**src/rtl/itu656_pkg.sv**
```systemverilog
package itu656_pkg;

    // Timing reference: one high code, two low codes, one status byte.
    localparam int PRE_LEN = 4;
    localparam int WIN_LEN = PRE_LEN - 1;
    localparam logic [7:0] CODE_HI = 8'hFF;
    localparam logic [7:0] CODE_LO = 8'h00;

    typedef enum logic [1:0] {
        SEL_ACTIVE = 2'd0,
        SEL_VBLANK = 2'd1,
        SEL_ALL    = 2'd2,
        SEL_NONE   = 2'd3
    } sel_e;

    typedef struct packed {
        logic f;
        logic v;
        logic h;
    } trs_flags_t;

    // Region snapshot taken when a symbol enters the window.
    typedef struct packed {
        logic synced;
        logic v;
        logic h;
        logic done;
    } region_t;

    function automatic logic [7:0] build_status(trs_flags_t t);
        return {1'b1, t.f, t.v, t.h, t.v ^ t.h, t.f ^ t.h, t.f ^ t.v, t.f ^ t.v ^ t.h};
    endfunction

    function automatic trs_flags_t status_flags(logic [7:0] b);
        trs_flags_t t;
        t.f = b[6];
        t.v = b[5];
        t.h = b[4];
        return t;
    endfunction

    function automatic logic status_ok(logic [7:0] b);
        return b == build_status(status_flags(b));
    endfunction

    // Expected code per window slot; slot WIN_LEN-1 is the oldest.
    function automatic logic [7:0] preamble_code(int pos);
        return (pos == WIN_LEN - 1) ? CODE_HI : CODE_LO;
    endfunction

endpackage

```
**src/rtl/itu656_trs_detect.sv**
```systemverilog
module itu656_trs_detect
    import itu656_pkg::*;
#(
    parameter int SYM_W = 10
) (
    input  logic [WIN_LEN-1:0][SYM_W-1:0] win_sym,
    input  logic [WIN_LEN-1:0]            win_vld,
    input  logic [SYM_W-1:0]              cur_sym,
    output logic                          hit,
    output trs_flags_t                    flags
);

    localparam int HI_LSB = SYM_W - 8;

    logic [WIN_LEN-1:0] pos_match;
    logic [7:0]         cur_hi;

    genvar i;
    generate
        for (i = 0; i < WIN_LEN; i++) begin : g_pos
            assign pos_match[i] = win_vld[i] &&
                                  (win_sym[i][SYM_W-1:HI_LSB] == preamble_code(i));
        end
    endgenerate

    assign cur_hi = cur_sym[SYM_W-1:HI_LSB];
    assign hit    = (&pos_match) && status_ok(cur_hi);
    assign flags  = status_flags(cur_hi);

endmodule

```
**src/rtl/itu656_sym_window.sv**
```systemverilog
module itu656_sym_window
    import itu656_pkg::*;
#(
    parameter int SYM_W = 10
) (
    input  logic                          clk,
    input  logic                          rst,
    input  logic                          push,
    input  logic [SYM_W-1:0]              sym_in,
    input  region_t                       region_in,
    input  logic                          mark_ctrl,
    output logic [WIN_LEN-1:0][SYM_W-1:0] win_sym,
    output logic [WIN_LEN-1:0]            win_vld,
    output logic                          exit_vld,
    output logic [SYM_W-1:0]              exit_sym,
    output region_t                       exit_region,
    output logic                          exit_ctrl
);

    localparam int LAST = WIN_LEN - 1;

    logic    [WIN_LEN-1:0] ctrl_q;
    region_t [WIN_LEN-1:0] reg_q;

    genvar i;
    generate
        for (i = 0; i < WIN_LEN; i++) begin : g_stage
            if (i == 0) begin : g_head
                always_ff @(posedge clk) begin
                    if (rst) begin
                        win_vld[i] <= 1'b0;
                        win_sym[i] <= '0;
                        ctrl_q[i]  <= 1'b0;
                        reg_q[i]   <= '0;
                    end else if (push) begin
                        win_vld[i] <= 1'b1;
                        win_sym[i] <= sym_in;
                        ctrl_q[i]  <= mark_ctrl;
                        reg_q[i]   <= region_in;
                    end
                end
            end else begin : g_body
                always_ff @(posedge clk) begin
                    if (rst) begin
                        win_vld[i] <= 1'b0;
                        win_sym[i] <= '0;
                        ctrl_q[i]  <= 1'b0;
                        reg_q[i]   <= '0;
                    end else if (push) begin
                        win_vld[i] <= win_vld[i-1];
                        win_sym[i] <= win_sym[i-1];
                        ctrl_q[i]  <= ctrl_q[i-1] | mark_ctrl;
                        reg_q[i]   <= reg_q[i-1];
                    end
                end
            end
        end
    endgenerate

    // The oldest slot leaves on a push; a completed reference tags it too.
    assign exit_vld    = win_vld[LAST];
    assign exit_sym    = win_sym[LAST];
    assign exit_region = reg_q[LAST];
    assign exit_ctrl   = ctrl_q[LAST] | mark_ctrl;

endmodule

```
**src/rtl/itu656_timing_track.sv**
```systemverilog
module itu656_timing_track
    import itu656_pkg::*;
#(
    parameter int LINE_W = 11
) (
    input  logic              clk,
    input  logic              rst,
    input  logic              push,
    input  logic              hit,
    input  trs_flags_t        flags,
    input  logic [LINE_W-1:0] line_limit,
    output region_t           region
);

    logic              f_q;
    logic              v_q;
    logic              h_q;
    logic              seen_q;
    logic              sync_q;
    logic              done_q;
    logic [LINE_W-1:0] eav_cnt_q;

    logic              take;
    logic              sync_edge;
    logic              line_end;
    logic [LINE_W-1:0] cnt_next;

    assign take      = push && hit;
    assign sync_edge = take && !sync_q && seen_q && f_q && !flags.f;
    assign line_end  = take && sync_q && !done_q && flags.h && !flags.v;
    assign cnt_next  = eav_cnt_q + 1'b1;

    always_ff @(posedge clk) begin
        if (rst) begin
            f_q       <= 1'b0;
            v_q       <= 1'b1;
            h_q       <= 1'b1;
            seen_q    <= 1'b0;
            sync_q    <= 1'b0;
            done_q    <= 1'b0;
            eav_cnt_q <= '0;
        end else begin
            if (take) begin
                f_q    <= flags.f;
                v_q    <= flags.v;
                h_q    <= flags.h;
                seen_q <= 1'b1;
            end
            if (sync_edge) begin
                sync_q <= 1'b1;
            end
            if (line_end) begin
                eav_cnt_q <= cnt_next;
                if ((line_limit != '0) && (cnt_next == line_limit)) begin
                    done_q <= 1'b1;
                end
            end
        end
    end

    always_comb begin
        region.synced = sync_q;
        region.v      = v_q;
        region.h      = h_q;
        region.done   = done_q;
    end

endmodule

```
**src/rtl/itu656_out_select.sv**
```systemverilog
module itu656_out_select
    import itu656_pkg::*;
#(
    parameter int SYM_W = 10
) (
    input  logic             clk,
    input  logic             rst,
    input  logic             push,
    input  sel_e             sel,
    input  logic             exit_vld,
    input  logic [SYM_W-1:0] exit_sym,
    input  region_t          exit_region,
    input  logic             exit_ctrl,
    output logic             out_valid,
    output logic [SYM_W-1:0] out_data
);

    logic open_win;
    logic keep;
    logic fire;

    assign open_win = exit_region.synced && !exit_region.done;

    always_comb begin
        unique case (sel)
            SEL_ACTIVE: keep = open_win && !exit_ctrl && !exit_region.v && !exit_region.h;
            SEL_VBLANK: keep = open_win && !exit_ctrl && exit_region.v;
            SEL_ALL:    keep = open_win;
            default:    keep = 1'b0;
        endcase
    end

    assign fire = push && exit_vld && keep;

    always_ff @(posedge clk) begin
        if (rst) begin
            out_valid <= 1'b0;
            out_data  <= '0;
        end else begin
            out_valid <= fire;
            if (fire) begin
                out_data <= exit_sym;
            end
        end
    end

endmodule

```
**src/rtl/itu656_filter.sv**
```systemverilog
module itu656_filter
    import itu656_pkg::*;
#(
    parameter int SYM_W  = 10,
    parameter int LINE_W = 11
) (
    input  logic              clk,
    input  logic              rst,
    input  logic              sym_valid,
    input  logic [SYM_W-1:0]  sym_in,
    input  logic [1:0]        mode,
    input  logic [LINE_W-1:0] active_lines,
    output logic              out_valid,
    output logic [SYM_W-1:0]  out_data,
    output logic              synced,
    output logic              capture_done
);

    logic [WIN_LEN-1:0][SYM_W-1:0] win_sym;
    logic [WIN_LEN-1:0]            win_vld;
    logic                          hit;
    logic                          push_hit;
    trs_flags_t                    flags;
    region_t                       region;
    logic                          exit_vld;
    logic [SYM_W-1:0]              exit_sym;
    region_t                       exit_region;
    logic                          exit_ctrl;
    sel_e                          sel;

    assign sel      = sel_e'(mode);
    assign push_hit = sym_valid && hit;

    itu656_trs_detect #(.SYM_W(SYM_W)) u_detect (
        .win_sym (win_sym),
        .win_vld (win_vld),
        .cur_sym (sym_in),
        .hit     (hit),
        .flags   (flags)
    );

    itu656_timing_track #(.LINE_W(LINE_W)) u_track (
        .clk        (clk),
        .rst        (rst),
        .push       (sym_valid),
        .hit        (hit),
        .flags      (flags),
        .line_limit (active_lines),
        .region     (region)
    );

    itu656_sym_window #(.SYM_W(SYM_W)) u_window (
        .clk         (clk),
        .rst         (rst),
        .push        (sym_valid),
        .sym_in      (sym_in),
        .region_in   (region),
        .mark_ctrl   (push_hit),
        .win_sym     (win_sym),
        .win_vld     (win_vld),
        .exit_vld    (exit_vld),
        .exit_sym    (exit_sym),
        .exit_region (exit_region),
        .exit_ctrl   (exit_ctrl)
    );

    itu656_out_select #(.SYM_W(SYM_W)) u_select (
        .clk         (clk),
        .rst         (rst),
        .push        (sym_valid),
        .sel         (sel),
        .exit_vld    (exit_vld),
        .exit_sym    (exit_sym),
        .exit_region (exit_region),
        .exit_ctrl   (exit_ctrl),
        .out_valid   (out_valid),
        .out_data    (out_data)
    );

    assign synced       = region.synced;
    assign capture_done = region.done;

endmodule

```
**config.mk**
```make
export PLATFORM = sky130hd
export DESIGN_NAME = itu656_filter
export DESIGN_NICKNAME = d
export VERILOG_FILES = /design/src/rtl/itu656_pkg.sv /design/src/rtl/itu656_trs_detect.sv /design/src/rtl/itu656_sym_window.sv /design/src/rtl/itu656_timing_track.sv /design/src/rtl/itu656_out_select.sv /design/src/rtl/itu656_filter.sv
export SDC_FILE = /design/constraint.sdc
export NUM_CORES = 1
export LEC_CHECK = 0
export BUFFER_PORTS_ARGS = -buffer_cell sky130_fd_sc_hd__buf_2
export CAP_MARGIN = 20
export CORE_MARGIN = 2
export CORE_UTILIZATION = 35
export CTS_CLUSTER_SIZE = 28
export DETAILED_ROUTE_END_ITERATION = 12
export PLACE_DENSITY_LB_ADDON = 0.12
export REMOVE_ABC_BUFFERS = 1
export SYNTH_ARGS = -nofsm -noshare
export SYNTH_HDL_FRONTEND = slang
export SYNTH_HIERARCHICAL = 1
export SYNTH_SLANG_ARGS = --single-unit
export TNS_END_PERCENT = 30
```
**constraint.sdc**
```tcl
create_clock -name clk -period 8.3 [get_ports clk]
set_input_delay 0.83 -clock clk [delete_from_list [all_inputs] [get_ports clk]]
set_output_delay 0.83 -clock clk [all_outputs]
set_load 0.005 [all_outputs]
```
==> results list <==
- Internal power comes to around 500 uW.
* Status: finished, final reports clean
- Share of total power in sequential cells: 0.571
- Averaged over all synthesized cells, the footprint is 9.57 sq um.
- X dimension of the die: 106 microns
- The slowest stage of the critical path belongs to the cell or4_4.
- Setup TNS: 0 ns
- Number of placed instances with taps included: 517
* Slew at the pin closest to its max-slew limit: between 1 and 1.5 ns
* Number of design-rule violations left by the first detailed-router iteration: 124
- Height of the die: 106 microns
* Combinational share of power: 0.076
- Final standard cell count with taps included and fillers excluded: 532
* Switching power share of the total: 0.245
* Highest ir drop seen on vdd: 0.0675 mV
- Once detail routing completed, the nets flagged for antenna violations numbered 0.
- Initial antenna violation count: 0
- Slew Limit Headroom: 0.265
* Setup crit end kind: flip-flop
- Endpoint required time on the critical path: 8.49 ns
- Post-CTS repair timing setup buffer count: 0
* Path type of the worst setup path: input port to flip-flop
- Via count of the first global-routing pass: 2481
- Power spread over the standard cell area amounts to ~170 mW/mm^2.
* Net count, final: 419
- Yosys printed 6 warnings.
- Wire length per cell: 13.4 microns
* Number of max-capacitance violations reported: 0
* Maximum number of pins on one net before global-route repair: 88
- Overall routing resource usage: 0.132
* CTS root buf: clkbuf_8
- The number of antenna diodes in the final layout is 0.
* Worst-skew pair later-pin latency: roughly 0.34 ns
- Maximum operating frequency: 0.292 GHz
- In this run the worst hold path is classified as flip-flop to flip-flop.
- Starting Density: 0.358
- DRC: 0
- Along the worst path, the maximum fanout reaches 6.
* Sinks on the clock net: between 70 and 80
- RSZ-0062 raised after global routing: false
- Area of the core: 0.0102 sq mm
* Count of final hold-check violations: 0
* Router iterations before antenna repair: 5
- Buffers inserted to repair hold after CTS numbered 0.
- Startpoint types: input port
* Proportion of power drawn by the clock network: 0.353
- The worst path in the final design needs a cycle of about 3.4 ns, including I/O delays and setup.
* Number of slew-limit violations in the final report: 0
- Once the clock tree was built, the resizer swapped 0 gates to a different size.
- Proportion of layout cells with a drive suffix above 1: 0.164
* CTS tree: done
- The first global-routing pass estimated 12000 microns of wire.
- The cell area that synthesis handed to floorplanning was between 0.003 and 0.004 sq mm.
* Overall overflow remaining after global route: 0
- The final route contains between 2000 and 3000 vias.
* Crit-path cells: buf_2 -> or4b_1 -> or4_1 -> a221oi_2 -> nand2_2 -> or4_4 -> or3_1 -> xor2_1 -> nor2_1
* Area of the die: 0.0113 sq mm
- The number of clock buffers added by TritonCTS is 9.
* Setup-failing EPs final: 0
- Clock Tree Buf Depth: 2
- Combined area of the multi-input logic cells: roughly 0.0018 sq mm
- Clock-pin slew was measured on the worst setup and hold paths at roughly 0.070 ns.
* LEAKAGE: around 1.5 nW
- Core Rows: 37
* Final Cycle Share: 0.413
- The cell count after synthesis came out at 383.
- In the routed layout, each cell is associated on average with a via count of 4.82.
- After detailed routing, the total wire length is 7150 microns.
* Clock Skew: a little under 0.01 ns
- At the worst endpoint, the arrival time is roughly 3.6 ns.
- The sequential cells in the finished layout cover a total of 0.00152 sq mm.
- Number of filler instances in the final layout: 1068
* Post-synthesis to final-layout area growth: 5.94%
- Total net switching power: 163 uW
- Global placement routability congestion: 0.785
* Port Buf Inserts: 38
* Maximum level of the CTS H-tree: 3
- The largest single stage delay on the critical path is 0.58 ns.
- Number of top-level pins: 39
- After legalization and detailed placement, the total HPWL measured 4800 microns.
per-stage QoR:
stage                     utilization  instance area (sq um)  total power, mW  setup slack (ns)  hold WS, ns
final                           0.380                   3880            0.663              4.88        0.458
after global routing            0.380                   3880            0.699              4.72        0.485
after CTS                       0.380                   3880            0.677              4.89        0.461
after detailed placement        0.364                   3730            0.438              4.53        0.450
after global placement          0.364                   3730            0.438              4.59        0.452
after floorplan                     -                   3340            0.410              4.87        0.430
registers in the layout, indices dropped and copies added (netlist names):
| register | flops |
|---|---|
| u_window/win_sym | 20 |
| u_track/eav_cnt_q | 11 |
| u_select/out_data | 10 |
| u_window/exit_sym | 10 |
| u_window/reg_q | 8 |
| u_window/exit_region | 4 |
| u_window/ctrl_q | 3 |
| u_window/win_vld | 2 |
| u_select/out_valid | 1 |
| u_track/done_q | 1 |
| u_track/f_q | 1 |
| u_track/h_q | 1 |
| u_track/seen_q | 1 |
| u_track/sync_q | 1 |
| u_track/v_q | 1 |
| u_window/exit_vld | 1 |
metal layers:
metal | part of all wire | GRT usage
met4 | 0.011 | 0.0536
met5 | 0 | 0
met1 | 0.51 | 0.177
met2 | 0.45 | 0.200
met3 | 0.031 | 0.0349
critical path, delay by kind of cell:
kind | cells | cell delay (ns)
buffers and inverters | 1 | 0.09
XOR/XNOR | 1 | 0.14
AO/OA/AOI/OAI | 1 | 0.38
AND/OR/NAND/NOR | 6 | 2.17
path summary, 6_finish.rpt:
path,start,end,slack (ns),cells after the start
worst max-delay path,sym_in[9],u_track/eav_cnt_q[6],4.88,9
worst min register to register,u_track/f_q,u_track/f_q,0.46,2
worst max register to register,u_window/win_sym[2],u_track/eav_cnt_q[6],5.01,9
worst min-delay path,u_track/f_q,u_track/f_q,0.46,2
power by group through the flow:
stage,combinational (mW),clock (mW),sequential (mW)
6_report,0.0506,0.234,0.378
5_1_grt,0.0564,0.263,0.379
4_1_cts,0.0513,0.247,0.378
3_5_place_dp,0.0511,0,0.387
3_3_place_gp,0.0506,0,0.387
2_1_floorplan,0.0251,0,0.385
final cells by class:
cell class	instances	area share
multi-input cells	264	0.470
well taps	136	0.0438
clock inverters	5	0.00773
clock buffers	10	0.0329
repair buffers	40	0.0528
inverters	1	0.000966
flip-flops and latches	76	0.392
placed cells by master (no fill, tap or decap), drive strengths merged, types with 8 or more instances in the layout:
master	instances
nor2	66
xor2	12
buf	40
xnor2	14
nand2b	22
nand2	15
dfxtp	76
nand3	8
nand4	8
clkbuf	10
mux2i	55
Note: power is estimated with default switching activity, not from simulation.
